==> src/rtl/scsi_din_seq.sv <==
module scsi_din_seq #(
  parameter int CNT_W = 16,
  parameter int DW = 8,
  parameter logic [7:0] OP_DMA = 8'h15,
  parameter logic [7:0] OP_CPU = 8'h16
) (
  input  logic             clk,
  input  logic             rst_n,
  input  logic             cmd_we,
  input  logic [7:0]       cmd_op,
  input  logic             connected,
  input  logic             dma_go,
  input  logic [CNT_W-1:0] dma_len,
  input  logic [CNT_W-1:0] cpu_len,
  input  logic [DW-1:0]    buf_data,
  output logic             buf_pop,
  input  logic [DW-1:0]    fifo_data,
  input  logic             fifo_empty,
  output logic             fifo_pop,
  output logic             bus_io,
  output logic             bus_cd,
  output logic             bus_msg,
  output logic             bus_req,
  input  logic             bus_ack,
  output logic [DW-1:0]    bus_data,
  output logic             bus_oe,
  output logic             busy,
  input  logic [2:0]       irq_en,
  input  logic [2:0]       irq_clr,
  output logic [2:0]       irq_flags,
  output logic             irq
);
  typedef enum logic [1:0] {S_IDLE, S_WAIT, S_REQ, S_REL} st_t;
  st_t st;
  logic use_dma;
  logic [CNT_W-1:0] remain;
  logic [DW-1:0] dreg;

  wire is_dma = (cmd_op == OP_DMA);
  wire op_hit = cmd_we && (is_dma || cmd_op == OP_CPU) && st == S_IDLE;
  wire [CNT_W-1:0] start_len = is_dma ? dma_len : cpu_len;
  wire src_ok = use_dma ? dma_go : !fifo_empty;
  wire load = (st == S_WAIT) && src_ok;
  wire last = (st == S_REL) && !bus_ack && remain == CNT_W'(1);
  wire zero_done = op_hit && connected && start_len == '0;
  wire set_err = op_hit && !connected;
  wire [2:0] set_vec = {set_err,
                        (zero_done && is_dma) || (last && use_dma),
                        zero_done || last};

  assign buf_pop  = load && use_dma;
  assign fifo_pop = load && !use_dma;
  assign busy     = (st != S_IDLE);
  assign bus_io   = busy;
  assign bus_cd   = 1'b0;
  assign bus_msg  = 1'b0;
  assign bus_oe   = busy;
  assign bus_req  = (st == S_REQ);
  assign bus_data = dreg;
  assign irq      = |(irq_flags & irq_en);

  always_ff @(posedge clk or negedge rst_n) begin
    if (!rst_n) begin
      st <= S_IDLE;
      use_dma <= 1'b0;
      remain <= '0;
      dreg <= '0;
      irq_flags <= '0;
    end else begin
      irq_flags <= (irq_flags & ~irq_clr) | set_vec;
      case (st)
        S_IDLE: if (op_hit && connected && start_len != '0) begin
          st <= S_WAIT;
          use_dma <= is_dma;
          remain <= start_len;
        end
        S_WAIT: if (load) begin
          dreg <= use_dma ? buf_data : fifo_data;
          st <= S_REQ;
        end
        S_REQ: if (bus_ack) st <= S_REL;
        S_REL: if (!bus_ack) begin
          remain <= remain - CNT_W'(1);
          st <= last ? S_IDLE : S_WAIT;
        end
        default: st <= S_IDLE;
      endcase
    end
  end


  req_after_ack_chk: assert property (@(posedge clk) disable iff (!rst_n)
    $fell(bus_req) |-> $past(bus_ack));

  req_stable_data_chk: assert property (@(posedge clk) disable iff (!rst_n)
    (bus_req && $past(bus_req)) |-> $stable(bus_data));

  req_in_phase_chk: assert property (@(posedge clk) disable iff (!rst_n)
    bus_req |-> (bus_io && !bus_cd && !bus_msg));

  no_empty_pop_chk: assert property (@(posedge clk) disable iff (!rst_n)
    fifo_pop |-> !fifo_empty);

  dma_gate_chk: assert property (@(posedge clk) disable iff (!rst_n)
    buf_pop |-> dma_go);

  err_cause_chk: assert property (@(posedge clk) disable iff (!rst_n)
    $rose(irq_flags[2]) |-> $past(cmd_we && !connected));

  dma_done_good_chk: assert property (@(posedge clk) disable iff (!rst_n)
    $rose(irq_flags[1]) |-> irq_flags[0]);
endmodule

==> config.mk <==
export PLATFORM = sky130hd
export DESIGN_NAME = scsi_din_seq
export DESIGN_NICKNAME = d
export VERILOG_FILES = /design/src/rtl/scsi_din_seq.sv
export SDC_FILE = /design/constraint.sdc
export NUM_CORES = 1
export LEC_CHECK = 0
export BUFFER_PORTS_ARGS = -buffer_cell sky130_fd_sc_hd__buf_2
export CAP_MARGIN = 30
export CORE_UTILIZATION = 50
export CTS_CLUSTER_DIAMETER = 50
export CTS_CLUSTER_SIZE = 10
export DETAILED_ROUTE_END_ITERATION = 7
export GPL_ROUTABILITY_DRIVEN = 0
export PLACE_DENSITY = 0.79
export SLEW_MARGIN = 30
export SYNTH_ARGS = -nofsm -noshare
export SYNTH_HDL_FRONTEND = slang
export SYNTH_SLANG_ARGS = --single-unit
export TNS_END_PERCENT = 50
==> constraint.sdc <==
create_clock -name clk -period 4.6 [get_ports clk]
set_input_delay 0.46 -clock clk [delete_from_list [all_inputs] [get_ports clk]]
set_output_delay 0.46 -clock clk [all_outputs]
set_load 0.01 [all_outputs]
* Yosys cells after proc, flatten, opt, wreduce, memory -nomap -nowiden
Index checks and enable logic that the tools add are counted.
Storage, ports and cells: input port bits 69, register bits 30, RAM bits 0, bits in latches 0, output and inout bits 20, memories 0, memory bits (read-only) 0
Cells by class: bitwise logic cells 4, muxes and demuxes 12, divide/modulo/power cells 0, $lt $le $gt $ge 0, shift-type cells 0, reduce and logical (&&, ||, !) cells 30, add/subtract/negate cells 1, eq/ne operators 10, $mul 0
Operator list (count):
- $mux 16 | 3
- $pmux 16 s2 | 1
- $eq 16x1->1 const B | 1
- $eq 8x5->1 const B | 2
- $logic_not 16->1 | 1
- $reduce_bool 16->1 | 1
- $sub 16x1->16 const B | 1
- $logic_and 1x1->1 | 13
- $mux 2 | 4
- $mux 8 | 1
- $pmux 2 s4 | 1
- $and 3x3->3 | 2
- $eq 2x2->1 const B | 2
- $logic_not 1->1 | 4
- $ne 2x1->1 const B | 2
- $ne 2x2->1 const B | 2
- $reduce_and 2->1 | 2
- $reduce_and 4->1 | 1
- $reduce_bool 2->1 | 2
- $logic_or 1x1->1 | 3
- $not 3->3 | 1
- $or 3x3->3 | 1
- $reduce_and 3->1 | 1
- $reduce_or 3->1 | 1
- 3 further kinds | 4

* Longest topological paths before layout
Gate-level depths: netlist (run 1).
depth after elaboration 9, gate-level depth with buffers 10

* Worst setup path after synthesis (run 1)
OpenSTA, ideal clock, no wires.
kind input to register, start point input port cmd_op[7], end point register remain[0], arrival 2387 ps, library setup time 124 ps, data required time 4476 ps, cell stages on the path 8, slack 2089 ps, buffers on the path 2, cells stage by stage or2_4 or4b_4 buf_6 mux2_4 a31o_1 buf_6 and3_4 a211o_1
On the way: longest elaborated chain between the ends 8, elaborated cells on any way between the ends 13, those cells by class eq/ne: 3; mux: 3; reduce/logical: 7
Ends and longest elaborated chain:
- start, declared | RTL line 10 | input logic [7:0] cmd_op,
- branches (longest 8 deep; another with $mux 16)
- end signal, assigned | RTL line 75 | remain <= start_len;
- end signal, assigned | RTL line 83 | remain <= remain - CNT_W'(1);
- end, declared | RTL line 36 | logic [CNT_W-1:0] remain;
Parallel ways; which one is timed is not known. The select of a mux whose other input is x is not followed. A chain may end at the register's enable or synchronous reset.

* Worst setup path after layout (run 1)
Same ends and word-level chain as after synthesis.

==> metrics.md, run 1 <==
| Metric | Value |
|---|---|
| Post-Route WL | `5818 um` |
| First-pass DRT Iterations | `7` |
| Fmax | `362.3 MHz` |
| Count of final max-slew check failures | `0` |
| Period utilisation layout | `60.00%` |
| Starting Density | `53.63%` |
| Die H | `68.44 um` |
| Layout Nets | `433` |
| Largest net degree at the start of global routing | `31` |
| Synth top cells by count | `nor2_1, dfrtp_1, nand2_1` |
| Worst EP arrival | `2940 ps` |
| Final Critical Period | `2760 ps` |
| Synth area leaders | `dfrtp_1, nor2_1, nand2_1` |
| Cells resized by post-CTS repair | `0` |
| Peak supply drop | `0.0003887 V` |
| Psw | `0.5657 mW` |
| Post-route ant nets | `0` |
| Post-CTS Setup Bufs | `0` |
| Initial detailed-routing violation count | `192` |
| CTS H-tree lvls | `2` |
| CTS tree | `done` |
| Critical Path Start Type | `input pin` |
| Die ar. | `4684 sq um` |
| Outcome | `complete, no violations` |
| CP Capture Type | `flop` |
| First-pass GRT wire length | `9321 um` |
| Mean area per synthesized cell | `7.997 sq um` |
| P_leak | `1.337 nW` |
| CTS buffer count | `5` |
| Share of cells above drive strength 1 | `31.01%` |
| Clock latency on the worst-skew pair | `290 ps` |
| Crit path max fanout | `17` |
| Relative slew slack | `38.17%` |
| Top-area cell type share of the netlist area | `34.01%` |
| Sequential share of power | `35.9%` |
| Vias | `2338` |
| Syn Std Cell Area | `2207 sq um` |
| HPWL after DPL | `4515 um` |
| Crit path largest cell delay | `750 ps` |
| Vias in the first global route | `2155` |
| Core Rows | `23` |
| Total track usage | `26.92%` |
| Slowest-stage cell, CP | `a31oi_1` |
| Final core occ | `66.68%` |
| I/O pin total | `89` |
| Hold WS | `195.9 ps` |
| Final setup vio count | `0` |
| CP required | `4780 ps` |
| Post-synthesis sequential area ratio | `34.01%` |
| Post-synth cell types | `54` |
| Max Cap Viol | `0` |
| Synth Instances | `276` |
| Most common cell in the synthesized netlist | `nor2_1` |
| EDFF count, synth | `0` |
| Switching part of the total | `41.34%` |
| CP Cell Sequence | `buf_2, or2_4, or4b_4, mux2_4, a31oi_1, nor4_1, a211o_1` |
| Core Footprint | `4115 sq um` |
| Syn. warnings | `0` |
| Hold Path Class | `input pin to async pin` |
| Clock-pin slew on the worst setup and hold paths | `70 ps` |
| Hold_buf cts | `0` |
| Combinational cell fraction of total power | `45.5%` |
| DRC Markers | `0` |
| Final clock skew | `8.890 ps` |
| Buffers on Ports | `86` |
| Clock power frac | `18.6%` |
| Initial antenna violation count | `0` |
| FF+latch count, synth | `30` |
| CP Class | `input pin to flop` |
| Gr ovfl total | `0` |
| Int Power | `0.8028 mW` |
| Vias per Instance | `5.730` |
| Ys flop type | `dfrtp_1` |
| Asr flop ratio synth | `100.0%` |
| Syn-to-layout area delta | `24.32%` |
| CTS root buffer | `clkbuf_8` |
| Pwr Density | `498.8 nW/um^2` |
| Inserted Diodes | `0` |
| Setup TNS | `0 ps` |
| Chip width | `68.44 um` |
| Post-DR wirelength/cell | `14.26 um` |
| Endpoints failing hold | `0` |
| Unrepaired setup endpoints after global routing | `false` |
| Least-Margin Pin Slew | `923.2 ps` |
| Clock Path Buffers | `2` |
| Top cell type by total area after synthesis | `dfrtp_1` |
| TritonCTS sink count | `30` |
[final timing paths]
kind | start | cells after the start | to | slack (ps)
max | cmd_op[7] | 7 | remain[0] | 1840
min | rst_n | 1 | remain[8] | 200
max reg2reg | remain[0] | 8 | remain[14] | 1940
min reg2reg | bus_data[7] | 2 | bus_data[7] | 510
max in group asynchronous | rst_n | 1 | remain[9] | 3960
min in group clk | irq_clr[0] | 2 | irq_flags[0] | 350
[layer usage]
metal | up-vias | track usage, % | routed length (um)
met5 | - | 0 | 0
met3 | 6 | 5.500 | 325
met4 | 0 | 9.896 | 41
li1 | 1167 | - | -
met2 | 82 | 48.65 | 2907
met1 | 1083 | 30.83 | 2543
[registers in the layout, indices dropped and copies added, names as in the netlist]
signal	flops
remain	16
bus_data	8
st	2
use_dma	1
irq_flags	3
[power groups by stage]
stage	Combinational (mW)	Sequential, mW	Clock (mW)
2_1_floorplan	0.454	0.480	0
4_1_cts	0.625	0.488	0.259
3_5_place_dp	0.620	0.489	0
6_report	0.623	0.492	0.254
3_3_place_gp	0.601	0.485	0
5_1_grt	0.701	0.505	0.268
[worst max-delay path, delay by kind of cell]
family                 cells  cell delay (ps)
multiplexers               1              340
AND/OR/NAND/NOR            3             1020
buffers and inverters      1              100
AO/OA/AOI/OAI              2             1010
[cell usage in the layout, fill, tap and decap left out, types with 9 or more instances in the layout]
| master | Yosys | routed |
|---|---|---|
| dfrtp_1 | 30 | 30 |
| nand2_1 | 30 | 30 |
| o21ai_0 | 20 | 20 |
| nor4_1 | 13 | 13 |
| buf_2 | 2 | 86 |
| a21oi_1 | 22 | 22 |
| a222oi_1 | 9 | 9 |
| nor3_1 | 10 | 10 |
| inv_1 | 20 | 20 |
| nor2_1 | 33 | 33 |
[through the flow]
step / setup WS, ps / std cells / area [sq um] / power (mW)
2_1_floorplan: 2089 / 277 / 2211 / 0.9332
3_3_place_gp: 1591 / 400 / 2634 / 1.087
3_5_place_dp: 1544 / 400 / 2634 / 1.109
4_1_cts: 1844 / 408 / 2744 / 1.373
5_1_grt: 1685 / 408 / 2744 / 1.474
6_report: 1840 / 408 / 2744 / 1.369
[logic make-up after synthesis]
| group | after synthesis | synth area share [%] |
|---|---|---|
| multiplexers | 8 | 4.025 |
| other | 1 | 0.1699 |
| XOR/XNOR | 1 | 0.3969 |
| flip-flops | 30 | 34.01 |
| AND/OR/NAND/NOR | 116 | 27.15 |
| AO/OA/AOI/OAI | 77 | 22.68 |
| adder cells (fa/ha/maj) | 7 | 3.968 |
| buffers and inverters | 36 | 7.596 |
[area by class of cell]
class                   count  area [sq um]
fillers                   366          1371
multi-input cells         211          1292
flip-flops and latches     30         750.7
repair buffers             89         452.9
clock buffers               8         110.1
inverters                  20         75.07
well taps                  50         62.56
(Power assumes the default switching activity.)
==> inputs of run 2 (changes only) <==
--- a/config.mk
+++ b/config.mk
@@ -7,12 +7,12 @@
 export LEC_CHECK = 0
 export BUFFER_PORTS_ARGS = -buffer_cell sky130_fd_sc_hd__buf_2
 export CAP_MARGIN = 30
-export CORE_UTILIZATION = 50
+export CORE_UTILIZATION = 49
 export CTS_CLUSTER_DIAMETER = 50
 export CTS_CLUSTER_SIZE = 10
 export DETAILED_ROUTE_END_ITERATION = 7
 export GPL_ROUTABILITY_DRIVEN = 0
-export PLACE_DENSITY = 0.79
+export PLACE_DENSITY = 0.78
 export SLEW_MARGIN = 30
 export SYNTH_ARGS = -nofsm -noshare
 export SYNTH_HDL_FRONTEND = slang
==> constraint.sdc (replaced) <==
create_clock -name clk -period 2.9 [get_ports clk]
set_input_delay 0.29 -clock clk [delete_from_list [all_inputs] [get_ports clk]]
set_output_delay 0.29 -clock clk [all_outputs]
set_load 0.01 [all_outputs]
==> metrics.md, run 2 (synthesized netlist as in run 1, its figures left out) <==
| Metric | Value |
|---|---|
| Int Power | `1.285 mW (+60%)` |
| CTS H-tree lvls | `2 (unchanged)` |
| Period utilisation layout | `85.08%` |
| Final clock skew | `3.974 ps (-4.916 ps)` |
| Psw | `0.8879 mW (+57%)` |
| Outcome | `complete, no violations` |
| Die ar. | `4777 sq um (+2.0%)` |
| Post-DR wirelength/cell | `13.77 um (-3.4%)` |
| Die H | `69.12 um (+0.99%)` |
| Starting Density | `50.69% (-2.9 points)` |
| Max FFs per register | `16 (unchanged)` |
| Syn-to-layout area delta | `26.13%` |
| Clock latency on the worst-skew pair | `280 ps (about the same)` |
| Hold_buf cts | `0 (unchanged)` |
| Clock power frac | `18.2% (-0.4 points)` |
| CP Class | `flop to flop` |
| Unrepaired setup endpoints after global routing | `false` |
| Post-route ant nets | `0 (unchanged)` |
| Relative slew slack | `55.24% (+17 points)` |
| Vias | `2351 (+0.56%)` |
| Register with the highest flop count | `remain` |
| Hold WS | `36.01 ps (-159.9 ps)` |
| P_leak | `1.361 nW (+1.8%)` |
| Core Footprint | `4354 sq um (+5.8%)` |
| Combinational cell fraction of total power | `46.0% (+0.5 points)` |
| Initial detailed-routing violation count | `142 (-26%)` |
| CP Capture Type | `flop` |
| R2R depth | `9 (+1)` |
| Buffers on Ports | `86 (unchanged)` |
| Chip width | `69.12 um (+0.99%)` |
| Least-Margin Pin Slew | `671.4 ps (-251.8 ps)` |
| DRC Markers | `0 (unchanged)` |
| Pwr Density | `780.6 nW/um^2 (+57%)` |
| CP required | `3070 ps (-1710 ps)` |
| First-pass DRT Iterations | `4 (-3)` |
| Total track usage | `25.54% (-1.4 points)` |
| Gr ovfl total | `0 (unchanged)` |
| First-pass GRT wire length | `9998 um (+7.3%)` |
| Setup TNS | `0 ps (unchanged)` |
| Layout Nets | `438 (+1.2%)` |
| CTS tree | `done` |
| Endpoints failing hold | `0 (unchanged)` |
| Post-Route WL | `5716 um (-1.8%)` |
| Commonest non-fill, non-tap cells in the layout | `buf_2, nor2_1, nand2_1, dfrtp_1, a21oi_1` |
| Largest net degree at the start of global routing | `40 (+29%)` |
| Commonest non-fill, non-tap cell in the layout | `buf_2` |
| Switching part of the total | `40.86% (-0.48 points)` |
| Crit path max fanout | `11 (-6)` |
| Max Cap Viol | `0 (unchanged)` |
| Clock Path Buffers | `2 (unchanged)` |
| Core Rows | `24 (+4.3%)` |
| Post-CTS Setup Bufs | `0 (unchanged)` |
| Vias in the first global route | `2232 (+3.6%)` |
| Final Critical Period | `2467 ps` |
| I/O pin total | `89 (unchanged)` |
| Peak supply drop | `0.0004972 V (+28%)` |
| Cells resized by post-CTS repair | `0 (unchanged)` |
| Reg2Reg Setup Slack | `430 ps (-1510 ps)` |
| Vias per Instance | `5.665 (-1.1%)` |
| Final setup vio count | `0 (unchanged)` |
| Share of cells above drive strength 1 | `31.96% (+0.95 points)` |
| HPWL after DPL | `4419 um (-2.1%)` |
| Sequential share of power | `35.8% (about the same)` |
| Inserted Diodes | `0 (unchanged)` |
| CTS root buffer | `clkbuf_8` |
| CTS buffer count | `5 (unchanged)` |
| Clock-pin slew on the worst setup and hold paths | `60 ps (about the same)` |
| Hold Path Class | `input pin to async pin` |
| Dpl ws | `387.7 ps (-1156 ps)` |
| Count of final max-slew check failures | `0 (unchanged)` |
| Min setup slack post-route | `432.6 ps (-1407 ps)` |
| Fmax | `405.3 MHz` |
| TritonCTS sink count | `30 (unchanged)` |
| Critical Path Start Type | `flop` |
| Worst EP arrival | `2640 ps (-300 ps)` |
| Initial antenna violation count | `0 (unchanged)` |
-- run 2: critical path: stages (launching register included) --
cell,delay [ps]
dfrtp_1,410
inv_1,140
ha_1,230
nand2_1,60
nor4_1,360
and2_1,290
a31o_1,350
buf_4,240
nand2_1,60
a22o_1,220
-- run 2: worst paths after layout --
path / start / end
setup reg to reg: st[0] / remain[14]
min in group clk: irq_clr[0] / irq_flags[0]
hold reg to reg: bus_data[5] / bus_data[5]
setup / recovery: st[0] / remain[14]
hold / removal: rst_n / remain[8]
max in group asynchronous: rst_n / use_dma
-- run 2: power by group through the flow --
stage	clock, mW	combinational (mW)	sequential [mW]
2_1_floorplan	0	0.720	0.761
3_3_place_gp	0	0.967	0.767
3_5_place_dp	0	0.994	0.778
4_1_cts	0.405	0.999	0.775
5_1_grt	0.420	1.14	0.807
6_report	0.396	1.00	0.777
-- run 2: layout make-up --
| cell class | count | area, sq um |
|---|---|---|
| clock buffer | 8 | 110.1 |
| timing repair buffer | 94 | 490.5 |
| fill | 398 | 1570 |
| inverter | 20 | 75.07 |
| multi-input combinational | 211 | 1292 |
| sequential | 30 | 750.7 |
| tap | 52 | 65.06 |
-- run 2: routing by layer --
metal	vias to the layer above	share of wire, %	track usage [%]
met2	82	49	44.23
met3	5	5.2	3.947
met1	1087	45	33.24
met4	0	0.87	6.349
li1	1177	-	-
met5	-	0	0
-- run 2: stage by stage --
stage	area (sq um)	instances	total power [mW]	util (%)
after floorplan	2211	277	1.480	-
after global placement	2674	407	1.734	61.41
after detailed placement	2674	407	1.771	61.41
after CTS	2784	415	2.179	63.94
after global routing	2784	415	2.364	63.94
final	2784	415	2.173	63.94
==> inputs of run 3 (changes only) <==
--- a/config.mk
+++ b/config.mk
@@ -12,7 +12,7 @@
 export CTS_CLUSTER_SIZE = 10
 export DETAILED_ROUTE_END_ITERATION = 7
 export GPL_ROUTABILITY_DRIVEN = 0
-export PLACE_DENSITY = 0.78
+export PLACE_DENSITY = 0.81
 export SLEW_MARGIN = 30
 export SYNTH_ARGS = -nofsm -noshare
 export SYNTH_HDL_FRONTEND = slang
==> metrics.md, run 3 (synthesized netlist as in run 1, its figures left out) <==
| Metric | Value |
|---|---|
| Critical Path Start Type | `flop` |
| CTS H-tree lvls | `2 (unchanged)` |
| Post-CTS Setup Bufs | `0 (unchanged)` |
| Cells resized by post-CTS repair | `0 (unchanged)` |
| Pwr Density | `822.7 nW/um^2 (+5.4%)` |
| Final Critical Period | `2606 ps (+138.3 ps)` |
| Design area | `2809 sq um (+0.90%)` |
| Final setup vio count | `0 (unchanged)` |
| Inserted Diodes | `0 (unchanged)` |
| Max FFs per register | `16 (unchanged)` |
| First-pass DRT Iterations | `5 (+1)` |
| Relative slew slack | `54.03% (-1.2 points)` |
| Post-Place Cells | `406 (-0.25%)` |
| Count of final max-slew check failures | `0 (unchanged)` |
| Sequential share of power | `33.7% (-2.1 points)` |
| Clock-pin slew on the worst setup and hold paths | `70 ps (about the same)` |
| Peak supply drop | `0.0005163 V (+3.8%)` |
| Register with the highest flop count | `remain` |
| Gr ovfl total | `0 (unchanged)` |
| Max Cap Viol | `0 (unchanged)` |
| Period utilisation layout | `89.85% (+4.8 points)` |
| Buffers on Ports | `86 (unchanged)` |
| Psw | `0.9021 mW (+1.6%)` |
| Vias per Instance | `5.841 (+3.1%)` |
| Commonest non-fill, non-tap cells in the layout | `buf_2, nor2_1, nand2_1, dfrtp_1, a21oi_1` |
| CTS tree | `done` |
| Post-DR wirelength/cell | `13.99 um (+1.5%)` |
| CP Class | `flop to flop` |
| I/O pin total | `89 (unchanged)` |
| Die ar. | `4777 sq um (unchanged)` |
| Vias in the first global route | `2232 (unchanged)` |
| CTS root buffer | `clkbuf_8` |
| Worst EP arrival | `2770 ps (+130 ps)` |
| Clock latency on the worst-skew pair | `280 ps (about the same)` |
| Total track usage | `25.29% (-0.25 points)` |
| Final core occ | `64.51% (+0.57 points)` |
| Final Non-Filler Cells | `414 (-0.24%)` |
| P_leak | `1.369 nW (+0.61%)` |
| Core Rows | `24 (unchanged)` |
| TritonCTS sink count | `30 (unchanged)` |
| Setup TNS | `0 ps (unchanged)` |
| Crit path max fanout | `6 (-5)` |
| CP Capture Type | `flop` |
| Endpoints failing hold | `0 (unchanged)` |
| First-pass GRT wire length | `9846 um (-1.5%)` |
| Least-Margin Pin Slew | `689.5 ps (+18.09 ps)` |
| Largest net degree at the start of global routing | `34 (-15%)` |
| Outcome | `complete, no violations` |
| Hold Path Class | `input pin to async pin` |
| CP required | `3060 ps (about the same)` |
| Post-route ant nets | `0 (unchanged)` |
| HPWL after DPL | `4481 um (+1.4%)` |
| Die H | `69.12 um (unchanged)` |
| Layout Nets | `437 (-0.23%)` |
| Post-Route WL | `5790 um (+1.3%)` |
| Initial antenna violation count | `0 (unchanged)` |
| CTS buffer count | `5 (unchanged)` |
| Hold_buf cts | `0 (unchanged)` |
| Share of cells above drive strength 1 | `31.77% (-0.19 points)` |
| Filler Cell Count | `371 (-6.8%)` |
| Post-DP Area | `2666 sq um (-0.28%)` |
| Initial detailed-routing violation count | `195 (+37%)` |
| Unrepaired setup endpoints after global routing | `false` |
| Core Footprint | `4354 sq um (unchanged)` |
| Int Power | `1.409 mW (+9.6%)` |
| DRC Markers | `0 (unchanged)` |
| Starting Density | `50.69% (unchanged)` |
| Commonest non-fill, non-tap cell in the layout | `buf_2` |
| Vias | `2418 (+2.8%)` |
| Reg2Reg Setup Slack | `290 ps (-140 ps)` |
| Combinational cell fraction of total power | `43.3% (-2.7 points)` |
| Fmax | `383.8 MHz (-5.3%)` |
| Switching part of the total | `39.04% (-1.8 points)` |
| Clock power frac | `22.9% (+4.7 points)` |
| Syn-to-layout area delta | `27.27%` |
| Clock Path Buffers | `2 (unchanged)` |
| Final clock skew | `6.563 ps (+2.590 ps)` |
| Chip width | `69.12 um (unchanged)` |
==> run 3: cell count changes in the layout (fill, tap and decap cells not counted), sizes merged <==
cell / previous run / this run
buf: 94 / 93
clkbuf: 8 / 6
bufinv: 0 / 2
==> run 3: through the flow <==
stage               worst slack [ps]  power, mW  hold WS, ps
floorplan                      559.1      1.480       -5.591
global placement               462.3      1.736        365.5
detailed placement             353.8      1.771        376.1
CTS                            332.6      2.306        70.34
global route                   95.84      2.497        99.32
finish                         294.4      2.311        48.75
==> run 3: power by group through the flow <==
| stage | clock, mW | sequential [mW] | combinational (mW) |
|---|---|---|---|
| floorplan | 0 | 0.761 | 0.720 |
| global placement | 0 | 0.769 | 0.967 |
| detailed placement | 0 | 0.777 | 0.994 |
| CTS | 0.535 | 0.773 | 0.999 |
| global route | 0.564 | 0.805 | 1.13 |
| finish | 0.530 | 0.779 | 1.00 |
==> run 3: worst paths after layout <==
check / startpoint / end / cells past startpoint
worst min-delay path: rst_n / remain[0] / 1
worst max-delay path: remain[0] / remain[14] / 8
worst min register to register: bus_data[7] / bus_data[7] / 2
min in group clk: irq_clr[2] / irq_flags[2] / 2
worst max register to register: remain[0] / remain[14] / 8
max in group asynchronous: rst_n / bus_data[4] / 1
==> run 3: critical path, cell delays in order, from the launching register on <==
cell and delay, ps:
dfrtp_1 430, inv_1 100, ha_1 160, or3b_2 490, nor4b_1 550, nand2_1 190
o31ai_1 220, nand2_1 90, a22o_1 250
==> run 3: layout make-up <==
class / count / area (sq um) / area share, %
sequential: 30 / 750.7 / 26.73
tap: 52 / 65.06 / 2.316
clock inverter: 2 / 60.06 / 2.138
multi-input combinational: 211 / 1292 / 46.01
inverter: 20 / 75.07 / 2.673
timing repair buffer: 93 / 483.0 / 17.19
clock buffer: 6 / 82.58 / 2.940
==> run 3: metal layers <==
metal	wire length (um)	global-route usage, %
met4	171	9.751
met5	0	0
met1	2549	33.74
met2	2702	40.88
met3	366	4.386
